<file path="config.mk">
export PLATFORM = sky130hd
export DESIGN_NAME = sfc_word_path
export DESIGN_NICKNAME = d
export VERILOG_FILES = /design/src/rtl/sfc_word_pkg.sv /design/src/rtl/sfc_fifo.sv /design/src/rtl/sfc_tx_decode.sv /design/src/rtl/sfc_serdes.sv /design/src/rtl/sfc_word_path.sv
export SDC_FILE = /design/constraint.sdc
export NUM_CORES = 2
export LEC_CHECK = 0
export BUFFER_PORTS_ARGS = -buffer_cell sky130_fd_sc_hd__buf_2
export CORE_ASPECT_RATIO = 0.5
export CORE_MARGIN = 10
export CORE_UTILIZATION = 55
export DETAILED_ROUTE_END_ITERATION = 8
export PLACE_DENSITY = 0.78
export REMOVE_ABC_BUFFERS = 1
export SYNTH_ARGS = -nofsm -noshare
export SYNTH_HDL_FRONTEND = slang
export SYNTH_MEMORY_MAX_BITS = 65536
export SYNTH_SLANG_ARGS = --single-unit
</file>
<file path="constraint.sdc">
create_clock -name clk -period 4.3 [get_ports clk]
set_input_delay 0.645 -clock clk [delete_from_list [all_inputs] [get_ports clk]]
set_output_delay 0.645 -clock clk [all_outputs]
set_load 0.1 [all_outputs]
</file>
<file path="src/rtl/sfc_word_pkg.sv">
// Shared constants, entry type and address decode for the word path.
// Assumes an 8-bit register byte address and a 32-bit data word.
package sfc_word_pkg;
    localparam int WORD_W  = 32;
    localparam int LANES   = WORD_W / 8;
    localparam int LEN_W   = $clog2(LANES);
    localparam int ADDR_W  = 8;

    localparam logic [ADDR_W-1:0] A_TX_FULLWORD = 8'h1C;
    localparam logic [ADDR_W-1:0] A_TX_ONE      = 8'h80;
    localparam logic [ADDR_W-1:0] A_TX_TWO      = 8'h84;
    localparam logic [ADDR_W-1:0] A_TX_THREE    = 8'h88;
    localparam logic [ADDR_W-1:0] A_RX_DATA     = 8'h20;

    // One transmit queue entry: byte count minus one, then the word.
    typedef struct packed {
        logic [LEN_W-1:0]  len_m1;
        logic [WORD_W-1:0] word;
    } tx_entry_t;

    // True for any of the four transmit data addresses.
    function automatic logic is_tx_addr(input logic [ADDR_W-1:0] a);
        return (a == A_TX_FULLWORD) || (a == A_TX_ONE) ||
               (a == A_TX_TWO) || (a == A_TX_THREE);
    endfunction

    // Byte count minus one selected by a transmit address.
    function automatic logic [LEN_W-1:0] len_of_addr(input logic [ADDR_W-1:0] a);
        logic [LEN_W-1:0] r;
        case (a)
            A_TX_ONE:   r = LEN_W'(0);
            A_TX_TWO:   r = LEN_W'(1);
            A_TX_THREE: r = LEN_W'(2);
            default:    r = LEN_W'(LANES - 1);
        endcase
        return r;
    endfunction
endpackage

</file>
<file path="src/rtl/sfc_fifo.sv">
// Synchronous first-in first-out queue of any depth (not only powers of two).
// Push when full and pop when empty are ignored. rdata shows the head entry.
module sfc_fifo #(
    parameter int WIDTH = 32,
    parameter int DEPTH = 63
) (
    input  logic             clk,
    input  logic             rst_n,
    input  logic             push,
    input  logic [WIDTH-1:0] wdata,
    input  logic             pop,
    output logic [WIDTH-1:0] rdata,
    output logic             empty,
    output logic             full
);
    localparam int PTR_W = (DEPTH > 1) ? $clog2(DEPTH) : 1;
    localparam int CNT_W = $clog2(DEPTH + 1);
    localparam logic [PTR_W-1:0] LAST = PTR_W'(DEPTH - 1);

    logic [WIDTH-1:0] mem [DEPTH];
    logic [PTR_W-1:0] wr_ptr, rd_ptr;
    logic [CNT_W-1:0] count;
    logic do_push, do_pop;

    assign do_push = push && !full;
    assign do_pop  = pop && !empty;
    assign empty   = (count == '0);
    assign full    = (count == CNT_W'(DEPTH));
    assign rdata   = mem[rd_ptr];

    // Storage write; no reset needed on the array.
    always_ff @(posedge clk) begin
        if (do_push) mem[wr_ptr] <= wdata;
    end

    // Pointer and occupancy tracking with wrap at DEPTH-1.
    always_ff @(posedge clk) begin
        if (!rst_n) begin
            wr_ptr <= '0;
            rd_ptr <= '0;
            count  <= '0;
        end else begin
            if (do_push) wr_ptr <= (wr_ptr == LAST) ? '0 : wr_ptr + 1'b1;
            if (do_pop)  rd_ptr <= (rd_ptr == LAST) ? '0 : rd_ptr + 1'b1;
            case ({do_push, do_pop})
                2'b10:   count <= count + 1'b1;
                2'b01:   count <= count - 1'b1;
                default: count <= count;
            endcase
        end
    end
endmodule

</file>
<file path="src/rtl/sfc_tx_decode.sv">
// Turns register writes into tagged transmit entries. A transmit write seen
// while the queue is full is dropped here and latches a sticky overflow flag.
module sfc_tx_decode
    import sfc_word_pkg::*;
(
    input  logic              clk,
    input  logic              rst_n,
    input  logic              bus_wr,
    input  logic [ADDR_W-1:0] bus_addr,
    input  logic [WORD_W-1:0] bus_wdata,
    input  logic              q_full,
    output logic              q_push,
    output tx_entry_t         q_entry,
    output logic              overflow
);
    logic hit;

    assign hit            = bus_wr && is_tx_addr(bus_addr);
    assign q_push         = hit && !q_full;
    assign q_entry.len_m1 = len_of_addr(bus_addr);
    assign q_entry.word   = bus_wdata;

    // Sticky record of a dropped transmit write.
    always_ff @(posedge clk) begin
        if (!rst_n)               overflow <= 1'b0;
        else if (hit && q_full)   overflow <= 1'b1;
    end
endmodule

</file>
<file path="src/rtl/sfc_serdes.sv">
// Single-wire shifter. It takes one tagged entry, sends its valid bytes from
// lane 0 upward with the MSB first, and samples miso at the end of each sclk
// high phase. Received bytes are shifted in from the top, so an N-byte word
// lands in the upper N lanes. Each bit takes two clocks: sclk low, then high.
module sfc_serdes
    import sfc_word_pkg::*;
(
    input  logic              clk,
    input  logic              rst_n,
    input  logic              enable,
    input  logic              tx_valid,
    input  tx_entry_t         tx_entry,
    output logic              tx_pop,
    output logic              rx_push,
    output logic [WORD_W-1:0] rx_word,
    output logic              busy,
    output logic              sclk,
    output logic              mosi,
    input  logic              miso
);
    localparam logic [2:0] BIT_LAST = 3'd7;

    logic              active_q, phase_q;
    logic [2:0]        bit_q;
    logic [LEN_W-1:0]  lane_q, last_q;
    logic [WORD_W-1:0] sh_q, rxw_q;
    logic [7:0]        rxb_q, rxb_next, lane0;
    logic              start, bit_end, byte_end, word_end;

    assign start    = !active_q && enable && tx_valid;
    assign bit_end  = active_q && phase_q;
    assign byte_end = bit_end && (bit_q == BIT_LAST);
    assign word_end = byte_end && (lane_q == last_q);
    assign rxb_next = {rxb_q[6:0], miso};
    assign lane0    = sh_q[7:0];

    assign tx_pop  = start;
    assign rx_push = word_end;
    assign rx_word = {rxb_next, rxw_q[WORD_W-1:8]};
    assign busy    = active_q;
    assign sclk    = active_q && phase_q;
    assign mosi    = active_q && lane0[BIT_LAST - bit_q];

    // Sequencing of words, bytes, bits and sclk phases.
    always_ff @(posedge clk) begin
        if (!rst_n) begin
            active_q <= 1'b0;
            phase_q  <= 1'b0;
            bit_q    <= '0;
            lane_q   <= '0;
            last_q   <= '0;
            sh_q     <= '0;
            rxw_q    <= '0;
            rxb_q    <= '0;
        end else if (start) begin
            active_q <= 1'b1;
            phase_q  <= 1'b0;
            bit_q    <= '0;
            lane_q   <= '0;
            last_q   <= tx_entry.len_m1;
            sh_q     <= tx_entry.word;
            rxw_q    <= '0;
        end else if (active_q) begin
            phase_q <= !phase_q;
            if (bit_end) begin
                rxb_q <= rxb_next;
                if (bit_q == BIT_LAST) begin
                    bit_q <= '0;
                    sh_q  <= sh_q >> 8;
                    rxw_q <= rx_word;
                    if (lane_q == last_q) active_q <= 1'b0;
                    else                  lane_q   <= lane_q + 1'b1;
                end else begin
                    bit_q <= bit_q + 1'b1;
                end
            end
        end
    end
endmodule

</file>
<file path="src/rtl/sfc_word_path.sv">
// Top of the tagged word path: register decode, two 63-word queues and the
// shifter. It assumes software drains the transmit queue before it changes
// the byte-count address. Reads are combinational; the pop happens at the edge.
module sfc_word_path
    import sfc_word_pkg::*;
#(
    parameter int DEPTH = 63
) (
    input  logic              clk,
    input  logic              rst_n,
    input  logic              enable,
    input  logic              bus_wr,
    input  logic              bus_rd,
    input  logic [ADDR_W-1:0] bus_addr,
    input  logic [WORD_W-1:0] bus_wdata,
    output logic [WORD_W-1:0] bus_rdata,
    output logic              tx_empty,
    output logic              tx_full,
    output logic              rx_empty,
    output logic              rx_full,
    output logic              tx_overflow,
    output logic              busy,
    output logic              sclk,
    output logic              mosi,
    input  logic              miso
);
    localparam int ENTRY_W = $bits(tx_entry_t);

    tx_entry_t         in_entry, head_entry;
    logic [ENTRY_W-1:0] head_raw;
    logic              tx_push, tx_pop, rx_push, rd_hit;
    logic [WORD_W-1:0] rx_word, rx_head;

    sfc_tx_decode u_dec (
        .clk(clk), .rst_n(rst_n), .bus_wr(bus_wr), .bus_addr(bus_addr),
        .bus_wdata(bus_wdata), .q_full(tx_full), .q_push(tx_push),
        .q_entry(in_entry), .overflow(tx_overflow)
    );

    sfc_fifo #(.WIDTH(ENTRY_W), .DEPTH(DEPTH)) u_txq (
        .clk(clk), .rst_n(rst_n), .push(tx_push), .wdata(in_entry),
        .pop(tx_pop), .rdata(head_raw), .empty(tx_empty), .full(tx_full)
    );
    assign head_entry = head_raw;

    sfc_serdes u_sd (
        .clk(clk), .rst_n(rst_n), .enable(enable), .tx_valid(!tx_empty),
        .tx_entry(head_entry), .tx_pop(tx_pop), .rx_push(rx_push),
        .rx_word(rx_word), .busy(busy), .sclk(sclk), .mosi(mosi), .miso(miso)
    );

    sfc_fifo #(.WIDTH(WORD_W), .DEPTH(DEPTH)) u_rxq (
        .clk(clk), .rst_n(rst_n), .push(rx_push), .wdata(rx_word),
        .pop(rd_hit), .rdata(rx_head), .empty(rx_empty), .full(rx_full)
    );

    // Receive register read: head word, or zero when empty or other address.
    assign rd_hit    = bus_rd && (bus_addr == A_RX_DATA);
    assign bus_rdata = (rd_hit && !rx_empty) ? rx_head : '0;
endmodule

</file>
==> flow_summary_export.csv <==
group,metric,value,unit
floorplan,ioPinCount,86,
yosys,synth_seq_cells,4279,
power,p_comb_share,1.3,%
yosys,synth_largest_area_cell,"edfxtp_1",
setup_path,cp.arrival,3830,ps
global_route,grt_overflow,0,
sta,min_period,4480,ps
yosys,ys_warn_count,0,
layout,nets,8376,
cts,clkTransAtPathRegs,70,ps
placement,pre_cts_ws,286,ps
floorplan,core,0.296,mm2
floorplan,rows,141,
global_route,grt_pass1_wl,662000,um
setup_path,cp_cell_sequence,"buf_12, buf_8, buf_16, buf_12, mux4_2, mux4_2, o22ai_4, a311oi_4, clkbuf_16",
global_route,grt_pass1_vias,87304,
sta,fin_worst_skew,43.8,ps
routing,wl_per_cell,37.8,um
placement,hpwl,259000,um
power,ir_drop,0.361,mV
cts,cts_buffers,363,
placement,place_congestion,0.958,
setup_path,path_delay_family,"multiplexers",
sta,grt_setup_unrepaired,"yes",
floorplan,die_width,792,um
routing,vias,88681,
yosys,netlist_top_cells_count,"edfxtp_1, mux4_2, nand2_1",
yosys,synth_top_area_share,76.1,%
yosys,async_reset_ff_share,0,%
yosys,synthFlopType,"edfxtp_1",
sta,tns,-1440,ps
floorplan,die-area,0.322,mm2
sta,setup_viol,23,
routing,first_pass_iters,6,
sta,period_share,104,%
routing,vias_per_cell,7.07,
routing,wirelength,474000,um
power,clockPowerShare,41.9,%
sta,setup_ws,-180,ps
setup_path,slowest_stage,"mux4_2",
layout,fin_util,63.6,%
run_status,status,"finished with violations",
layout,drive_above_1_share,30.3,%
cts,clockBufferDepth,4,
power,p_seq_share,56.9,%
setup_path,critical_path_class,"reg2out",
setup_path,worstPathBufferInverterCount,5,
yosys,ys_types,78,
setup_path,critPathRequiredTime,3650,ps
layout,synthToLayoutAreaGrowth,14.9,%
yosys,synth_area,0.164,mm2
setup_path,endpoint_kind,"primary output",
floorplan,initial_core_util,55.4,%
cts,postCtsHoldBufs,0,
yosys,synth_edf_count,4158,
yosys,yosysSeqAreaShare,77.6,%
routing,drc,0,
power,p_int,63.8,mW
cts,htreeDepth,5,
power,p_per_area,423,mW/mm2
sta,finalHoldViolCount,0,
yosys,syn_avg_cell_area,21.2,um2
global_route,grt_max_degree,84,
yosys,synthCells,7719,
job,max_cap_violations,0,
power,p_leak,57.4,nW
placement,io_buffers,85,
setup_path,critPathLaunchType,"flip-flop",
cts,cts-root-buf,"clkbuf_16",
worst_hold_path,hp-class,"in2reg",
yosys,ys_top_cells_by_area,"edfxtp_1, mux4_2, mux2i_1",
sta,slew_violations,0,
global_route,antenna_found_initial,16,
power,p_switching,15.9,mW
yosys,synth.most_common_cell,"edfxtp_1",
sta,slew_headroom,2.28,%
sta,tightest_slew,1470,ps
global_route,grt.total_usage,28.8,%
power,netSwitchingFraction,19.9,%
cts,clock-sinks,4279,
run_status,violations,"negative setup slack",
layout,num-fill-cells,18102,
floorplan,die_h,406,um
sta,max_freq,223,MHz
setup_path,worst-path-max-fanout,5,
routing,initialDrtViolationCount,16398,
routing,drtAntennaViolNets,0,
cts,cts_tree,"done",
cts,clock_latency,940,ps
setup_path,cp_slowest_stage_delay,550,ps
power,design_power_total,79.7,mW
[power groups by stage]
stage	Sequential (mW)	Combinational [mW]	Clock [mW]
2_1_floorplan	46.3	0.577	0
3_3_place_gp	46.3	0.955	0
3_5_place_dp	46.3	0.984	0
4_1_cts	45.3	0.989	33.1
5_1_grt	45.3	1.04	34.8
6_report	45.3	0.998	33.4
[worst paths after layout]
path	start	end	slack [ps]	cells past startpoint
worst max-delay path	flip-flop	bus_rdata[12]	-180	9
worst min-delay path	rst_n	u_txq.count[5]$_SDFFE_PN0P_	200	3
worst max register to register	u_sd.bit_q[0]$_SDFFE_PP0P_	u_rxq.mem[36][13]$_DFFE_PP_	410	9
worst min register to register	u_sd.rxw_q[14]$_SDFFE_PP0P_	u_sd.rxw_q[14]$_SDFFE_PP0P_	470	2
[worst min-delay path, cell delays in order]
cell,delay (ps)
buf_2,240
nand2_1,120
mux2i_1,50
[flip-flops by register name, summed over array words and instances, names as in the netlist, named ones only]
register,flops
u_txq.mem,2142
u_rxq.mem,2016
u_dec.overflow,1
u_sd.busy,1
u_sd.lane_q,2
u_txq.count,6
u_txq.wr_ptr,6
u_txq.rd_ptr,6
u_rxq.count,6
u_sd.rxb_q,7
u_sd.rxw_q,24
u_sd.bit_q,3
u_rxq.rd_ptr,6
u_sd.sh_q,32
u_sd.phase_q,1
u_sd.last_q,2
u_rxq.wr_ptr,6
[cells by family (layout without fill, tap and decap cells)]
group	count (synthesis)	in the layout	share of synthesized area, %
xor gates and xnor gates	27	27	0.144
muxes	1360	1360	15.5
DFF	4279	4279	77.6
and+or+nand+nor	825	825	2.34
adders and majority gates	19	19	0.150
other	0	9	0
buffers and inverters	462	1341	1.16
AOI/OAI and AO/OA	747	747	3.05
[layout make-up]
type                            count  area [um2]  area share (%)
Clock buffer                      474        9830            5.22
Sequential cell                  4279      127000            67.6
Tap cell                         3932        4920            2.61
Clock inverter                    178        1840           0.977
Multi-Input combinational cell   2978       36700            19.5
Timing Repair Buffer              662        7600            4.04
Inverter                           27         101          0.0538
Antenna cell                        9        22.5          0.0120
[cell usage in the layout (no fill, tap or decap), types with 18 or more instances in the layout]
master,instances
dfxtp_1,80
mux2i_1,234
buf_16,32
buf_6,19
nor2_1,97
nand2_1,270
nor3_1,45
nor2_4,132
o22ai_1,145
inv_1,22
a31oi_1,23
o211ai_1,26
clkbuf_8,22
dfxtp_2,33
a211o_1,20
o21ai_0,105
a22oi_2,24
buf_12,135
a22oi_1,105
clkinv_1,59
mux2_2,182
nand4_1,28
buf_4,406
bufinv_16,34
nor4_1,19
edfxtp_1,4158
o22ai_2,21
ha_1,18
or3_1,41
mux4_2,929
clkinv_2,54
clkbuf_1,84
clkbuf_16,377
a21oi_1,108
nor2b_1,22
nand2b_1,34
nand3_1,42
buf_2,47
[timing repair]
item | CTS | global route
resized for setup | 208 | 70
pin swaps | 32 | 22
buffers inserted | 61 | 32
setup endpoints to repair | 32 | 32
cloned | 23 | 2
hold endpoints to repair | 0 | 0
[layer usage]
metal	track usage [%]	vias up	wire, um
met3	8.03	1544	66000
met2	44.9	8372	221000
met4	15.8	18	30800
met1	37.2	45253	156000
li1	-	33494	-
met5	0	-	238
[through the flow]
stage          hold slack, ps  cells  instance area [um2]
2_1_floorplan             418   7284               162000
3_3_place_gp              435  11768               174000
3_5_place_dp              454  11768               174000
4_1_cts                   156  12499               188000
5_1_grt                   195  12532               188000
6_report                  197  12539               188000
Note: power is estimated with default switching activity, not from simulation.
